<file path="src/rtl/mac_pkg.sv">
package mac_pkg;
  typedef enum logic [2:0] {
    OP_MUL      = 3'd0,
    OP_MADD     = 3'd1,
    OP_MSUB     = 3'd2,
    OP_CLR      = 3'd3,
    OP_MOVE     = 3'd4,
    OP_MOVE_ACC = 3'd5,
    OP_XMUL     = 3'd6,
    OP_ADDPA    = 3'd7
  } mac_op_e;
endpackage

</file>
<file path="src/rtl/mac_xsel.sv">
module mac_xsel #(
  parameter int DW = 16
) (
  input  logic [2*DW-1:0] sec0_i,
  input  logic [2*DW-1:0] sec1_i,
  input  logic [1:0]      xsel_i,
  output logic [DW-1:0]   xa_o,
  output logic [DW-1:0]   xb_o
);
  logic [2*DW-1:0] src  [2];
  logic [DW-1:0]   pick [2];

  assign src[0] = sec0_i;
  assign src[1] = sec1_i;

  // xsel_i[1] steers register 0, xsel_i[0] steers register 1
  for (genvar g = 0; g < 2; g++) begin : g_half
    assign pick[g] = xsel_i[1-g] ? src[g][2*DW-1:DW] : src[g][DW-1:0];
  end

  assign xa_o = pick[0];
  assign xb_o = pick[1];
endmodule

</file>
<file path="src/rtl/mac_term.sv">
module mac_term #(
  parameter int DW = 16,
  parameter int PW = 40
) (
  input  logic [DW-1:0] a_i,
  input  logic [DW-1:0] b_i,
  input  logic          uns_i,
  input  logic          no_dbl_i,
  output logic [PW-1:0] term_o
);
  localparam int RW = 2*DW + 2;

  logic signed [DW:0]   ea, eb;
  logic signed [RW-1:0] raw;
  logic [PW-1:0]        ext;

  assign ea  = {uns_i ? 1'b0 : a_i[DW-1], a_i};
  assign eb  = {uns_i ? 1'b0 : b_i[DW-1], b_i};
  assign raw = ea * eb;
  assign ext = {{(PW-RW){raw[RW-1]}}, raw};
  assign term_o = no_dbl_i ? ext : (ext << 1);
endmodule

</file>
<file path="src/rtl/mac_acc_path.sv">
module mac_acc_path
  import mac_pkg::*;
#(
  parameter int PW = 40,
  parameter int MW = 16
) (
  input  mac_op_e       op_i,
  input  logic [PW-1:0] prod_i,
  input  logic [PW-1:0] acc_i,
  output logic [PW-1:0] acc_o
);
  localparam logic [PW-1:0] HI_MASK = {{(PW-MW){1'b1}}, {MW{1'b0}}};

  always_comb begin
    unique case (op_i)
      OP_MOVE:     acc_o = prod_i;
      OP_MOVE_ACC: acc_o = prod_i + acc_i;
      OP_ADDPA:    acc_o = ((prod_i & HI_MASK) + acc_i) & HI_MASK;
      default:     acc_o = acc_i;
    endcase
  end
endmodule

</file>
<file path="src/rtl/mac_prod_unit.sv">
module mac_prod_unit
  import mac_pkg::*;
#(
  parameter int DW = 16,
  parameter int PW = 40,
  parameter int MW = 16
) (
  input  logic            clk_i,
  input  logic            rst_ni,
  input  logic            valid_i,
  input  logic [2:0]      op_i,
  input  logic [DW-1:0]   opa_i,
  input  logic [DW-1:0]   opb_i,
  input  logic [2*DW-1:0] sec0_i,
  input  logic [2*DW-1:0] sec1_i,
  input  logic [1:0]      xsel_i,
  input  logic [PW-1:0]   acc_i,
  input  logic            no_dbl_i,
  input  logic            unsigned_i,
  output logic [PW-1:0]   prod_o,
  output logic [PW-1:0]   acc_o,
  output logic            acc_we_o,
  output logic            valid_o,
  output logic            zero_o,
  output logic            neg_o
);
  mac_op_e       op;
  logic [DW-1:0] xa, xb, ma, mb;
  logic          is_x, acc_wr;
  logic [PW-1:0] term, prod_d, acc_d, flag_src;
  logic [PW-1:0] prod_q, acc_q;
  logic          valid_q, acc_we_q, zero_q, neg_q;

  assign op   = mac_op_e'(op_i);
  assign is_x = (op == OP_XMUL);

  mac_xsel #(.DW(DW)) u_xsel (
    .sec0_i (sec0_i),
    .sec1_i (sec1_i),
    .xsel_i (xsel_i),
    .xa_o   (xa),
    .xb_o   (xb)
  );

  assign ma = is_x ? xa : opa_i;
  assign mb = is_x ? xb : opb_i;

  mac_term #(.DW(DW), .PW(PW)) u_term (
    .a_i      (ma),
    .b_i      (mb),
    .uns_i    (is_x & unsigned_i),
    .no_dbl_i (no_dbl_i),
    .term_o   (term)
  );

  mac_acc_path #(.PW(PW), .MW(MW)) u_acc (
    .op_i   (op),
    .prod_i (prod_q),
    .acc_i  (acc_i),
    .acc_o  (acc_d)
  );

  always_comb begin
    unique case (op)
      OP_MADD:  prod_d = prod_q + term;
      OP_MSUB:  prod_d = prod_q - term;
      OP_CLR:   prod_d = '0;
      OP_ADDPA: prod_d = prod_q;
      default:  prod_d = term;
    endcase
  end

  assign acc_wr   = (op == OP_MOVE) || (op == OP_MOVE_ACC) || (op == OP_ADDPA);
  assign flag_src = acc_wr ? acc_d : prod_d;

  always_ff @(posedge clk_i or negedge rst_ni) begin
    if (!rst_ni) begin
      prod_q   <= '0;
      acc_q    <= '0;
      valid_q  <= 1'b0;
      acc_we_q <= 1'b0;
      zero_q   <= 1'b0;
      neg_q    <= 1'b0;
    end else begin
      valid_q  <= valid_i;
      acc_we_q <= valid_i & acc_wr;
      if (valid_i) begin
        prod_q <= prod_d;
        zero_q <= (flag_src == '0);
        neg_q  <= flag_src[PW-1];
        if (acc_wr) acc_q <= acc_d;
      end
    end
  end

  assign prod_o   = prod_q;
  assign acc_o    = acc_q;
  assign acc_we_o = acc_we_q;
  assign valid_o  = valid_q;
  assign zero_o   = zero_q;
  assign neg_o    = neg_q;
endmodule

</file>
<file path="config.mk">
export PLATFORM = sky130hd
export DESIGN_NAME = mac_prod_unit
export DESIGN_NICKNAME = d
export VERILOG_FILES = /design/src/rtl/mac_pkg.sv /design/src/rtl/mac_xsel.sv /design/src/rtl/mac_term.sv /design/src/rtl/mac_acc_path.sv /design/src/rtl/mac_prod_unit.sv
export SDC_FILE = /design/constraint.sdc
export NUM_CORES = 1
export LEC_CHECK = 0
export BUFFER_PORTS_ARGS = -buffer_cell sky130_fd_sc_hd__buf_2
export CORE_MARGIN = 2
export CORE_UTILIZATION = 44
export DETAILED_ROUTE_END_ITERATION = 8
export GPL_TIMING_DRIVEN = 0
export PLACE_DENSITY = 0.59
export SYNTH_ARGS = -nofsm -noshare
export SYNTH_HDL_FRONTEND = slang
export SYNTH_SLANG_ARGS = --single-unit
</file>
<file path="constraint.sdc">
create_clock -name clk_i -period 4.35 [get_ports clk_i]
set_input_delay 0.435 -clock clk_i [delete_from_list [all_inputs] [get_ports clk_i]]
set_output_delay 0.435 -clock clk_i [all_outputs]
set_load 0.05 [all_outputs]
</file>
==> impl_results.md <==
- CTS Buf Count: 9
- Share of the synthesized area in the top cell type: 25.6%
- Failing checks: max-capacitance violations, max-slew violations, negative setup slack
- Final Hold Vio Count: 0
- Core area: roughly 0.053 mm^2
- Cells after DPL: between 3,000 and 4,000
- Mux contribution to synthesized area: roughly 2.8%
- Largest net degree at the start of global routing: 44
- Vias in the first global route: 24,300
- Avg Cell Area, Syn: a little under 8 um^2
- H-tree Lvls: 3
- Syn Nets: approximately 3,600
- RSZ-0062 raised after global routing: true
- First-pass GRT wire length: around 140,000 um
- Gr ovfl total: 0
- Cells after synthesis: ~3,000
- WL/cell: 23.7 um
- Initial core utilization: 44.5%
- Top_reg_cell synth: dfrtp_1
- Slew @ Worst Pin: 1.52 ns
- Initial DRC count: around 2,500
- Area delta synth->final: 31.0%
- Share of synthesized registers carrying an async set or reset: 100%
- Share of cells above drive strength 1: 27.3%
- IO Count: 230
- Area leader, netlist: fa_1
- Register bit count reported by yosys: 84
- Routed Antenna Nets: 0
- Die area: around 0.055 mm^2
- Mapped cell area: ~0.023 mm^2
- Library cells used by synthesis: 108
- Final GP Congestion: about 0.95
- Critical path's most frequent cell: fa_1
- Slew Limit Fails: 10
- Critical Path Slowest Stage Cell: fa_2
- Final setup viols: 41
- Fill count: 4,857
- Final period util: 246%
- Hold WC Path Type: in -> async
- Status: finished, violations left
- Vias per cell: between 6 and 7
- Pre-Repair DR Iteration Count: 5
- Worst EP required: between 4 and 5 ns
- Synth warnings: 0
- # rows: between 80 and 90
- Die Y: 235 um
- Drt total wl: about 97,000 um
- Clock tree root driver cell: clkbuf_16
- Worst setup SP type: primary input
- CTS Hold Bufs: 0
- Minimum clock period: about 11 ns
- Setup crit end kind: flop
- Max Freq: slightly above 90 MHz
- Layout Cells excl Fill: ~4,100
- CTS Sinks: 84
- Crit path from: op_i[0]
- Largest family of logic cells by synthesized area: adder cells
- Final WS setup: -6.34 ns
- Total Routing Usage GR: about a third
- Worst-path clk slew: 0.07 ns
- Complex-gate fraction of the synthesized area: between 20% and 30%
- Slew margin rel.: -1.76%
- Worst setup path category: in -> reg
- CP Data Arrival Time: between 10 and 15 ns
- NumNets Final: roughly 4,000
- Number of port buffers: 225
- Via count: 25,000
- CP max stage delay: between 0.5 and 0.6 ns
- Die W: ~230 um
- Adder-Cell Fraction of Synth Area: around 34%
- Xor/xnor cell area share of the yosys netlist: about 4.1%
- Antenna violations before repair: 2
- DPL Wire Length: between 70,000 and 80,000 um
- Post-synthesis simple-gate area fraction: a little over 20%
- Worst skew pair latency: ~0.37 ns
- CTS max path bufs: 2
- FF-to-FF Start: prod_o[5]
- Synth area leaders: fa_1, dfrtp_1, ha_1
- DRC Markers: 0
- Worst-path fanout max: 7
- Post-synth EDFFs: 0
- Max Cap Viol: 1
- Post-synthesis sequential area ratio: about 9%
- CTS tree: built
- Clock Skews: between 0.005 and 0.006 ns
[worst max-delay path, delay by kind of cell]
family          cells  cell delay, ns
compound gates     13            2.39
xor+xnor            1            0.17
fa+ha+maj           8            3.45
buf+inv            10            1.27
simple gates       12            3.24
[flip-flops by register name (all words and copies together), names as in the netlist]
name,flops
acc_we_o,1
acc_o,40
zero_o,1
prod_o,40
neg_o,1
valid_o,1
[path summary, 6_finish.rpt]
kind | endpoint | slack (ns) | cells after the start
worst min register to register | acc_o[33] | 0.48 | 2
worst max register to register | zero_o | -0.97 | 14
max in group asynchronous | neg_o | 3.62 | 2
worst min-delay path | acc_o[3] | 0.07 | 1
min in group clk_i | valid_o | 0.30 | 1
worst max-delay path | zero_o | -6.34 | 44
[cells in the mapped netlist (9+ instances only)]
cell type and count:
inv_1 337, dfrtp_1 84, o21ai_1 28, a221oi_1 25, buf_1 15, o21ai_0 135, o221ai_1 13, a21oi_1 177
o211ai_1 29, o21bai_1 10, o31ai_1 16, and3_1 26, nor3_1 40, xnor2_1 61, a31oi_1 25, mux2i_1 51
nand2_1 391, a211oi_1 24, nor3b_1 9, xor2_1 45, o22ai_1 11, o21a_1 54, and2_1 24, or3_1 24
mux2_2 12, fa_1 299, nand3_1 59, or4_1 10, nor2_1 328, nand2b_1 20, nor2b_1 16, clkbuf_1 114
or2_2 11, nor4_1 12, nand4_1 29, a21o_1 45, ha_1 164, a22oi_1 15, a221o_1 9, buf_2 11
[per-layer routing]
metal	vias to the layer above	part of all wire [%]	GRT usage (%)
met4	0	1.8	6.27
met3	130	11	11.4
met5	-	0	0
li1	11100	-	-
met1	12700	45	50.4
met2	1038	43	50.7
[area by class of cell]
class                           count  area (um^2)  share of cell area (%)
Timing Repair Buffer              423         3060                    9.98
Clock inverter                      4         75.1                   0.245
Multi-Input combinational cell   2420        22000                    71.8
Inverter                          340         1280                    4.18
Buffer                            132         1010                    3.29
Antenna cell                        1         2.50                 0.00817
Clock buffer                       10          239                   0.780
Sequential cell                    84         2100                    6.86
Tap cell                          688          861                    2.81
[logic make-up after synthesis]
logic type      after synthesis
flops                        84
buf+inv                     483
mux                          63
compound gates              742
simple gates               1044
xor+xnor                    108
fa+ha+maj                   463
[through the flow]
step / util [%] / setup TNS (ns) / hold slack [ns] / setup WS, ns / area [um^2]
after floorplan: - / -148.87 / 0.139 / -5.91 / 24300
after global placement: 50.1 / -235.29 / 0.462 / -8.79 / 26300
after detailed placement: 50.1 / -237.17 / 0.461 / -8.89 / 26300
after CTS: 55.6 / -160.76 / 0.0792 / -6.10 / 29200
after global routing: 58.3 / -177.34 / 0.109 / -6.65 / 30600
final: 58.3 / -166.89 / 0.0666 / -6.34 / 30600
[timing repair]
action	CTS	global route
hold endpoints to repair	0	0
setup buffers	130	62
endpoints found under the setup margin	42	42
resized for setup	290	218
pin swaps	106	95
cloned	6	2
[cell usage in the layout, fill, tap and decap left out, types with 36 or more instances in the layout]
cell type    n
a21o_1      45
a21oi_1    146
buf_2      225
buf_4      149
clkbuf_1    61
dfrtp_1     84
fa_1       282
ha_1       127
inv_1      325
mux2i_1     36
nand2_1    350
nand3_1     49
nor2_1     301
o21ai_0     97
xnor2_1     57
xor2_1      41
Power is left out: the tool's default activity adds up to more than one toggle a clock period on the data nets, which glitch-free logic cannot reach.
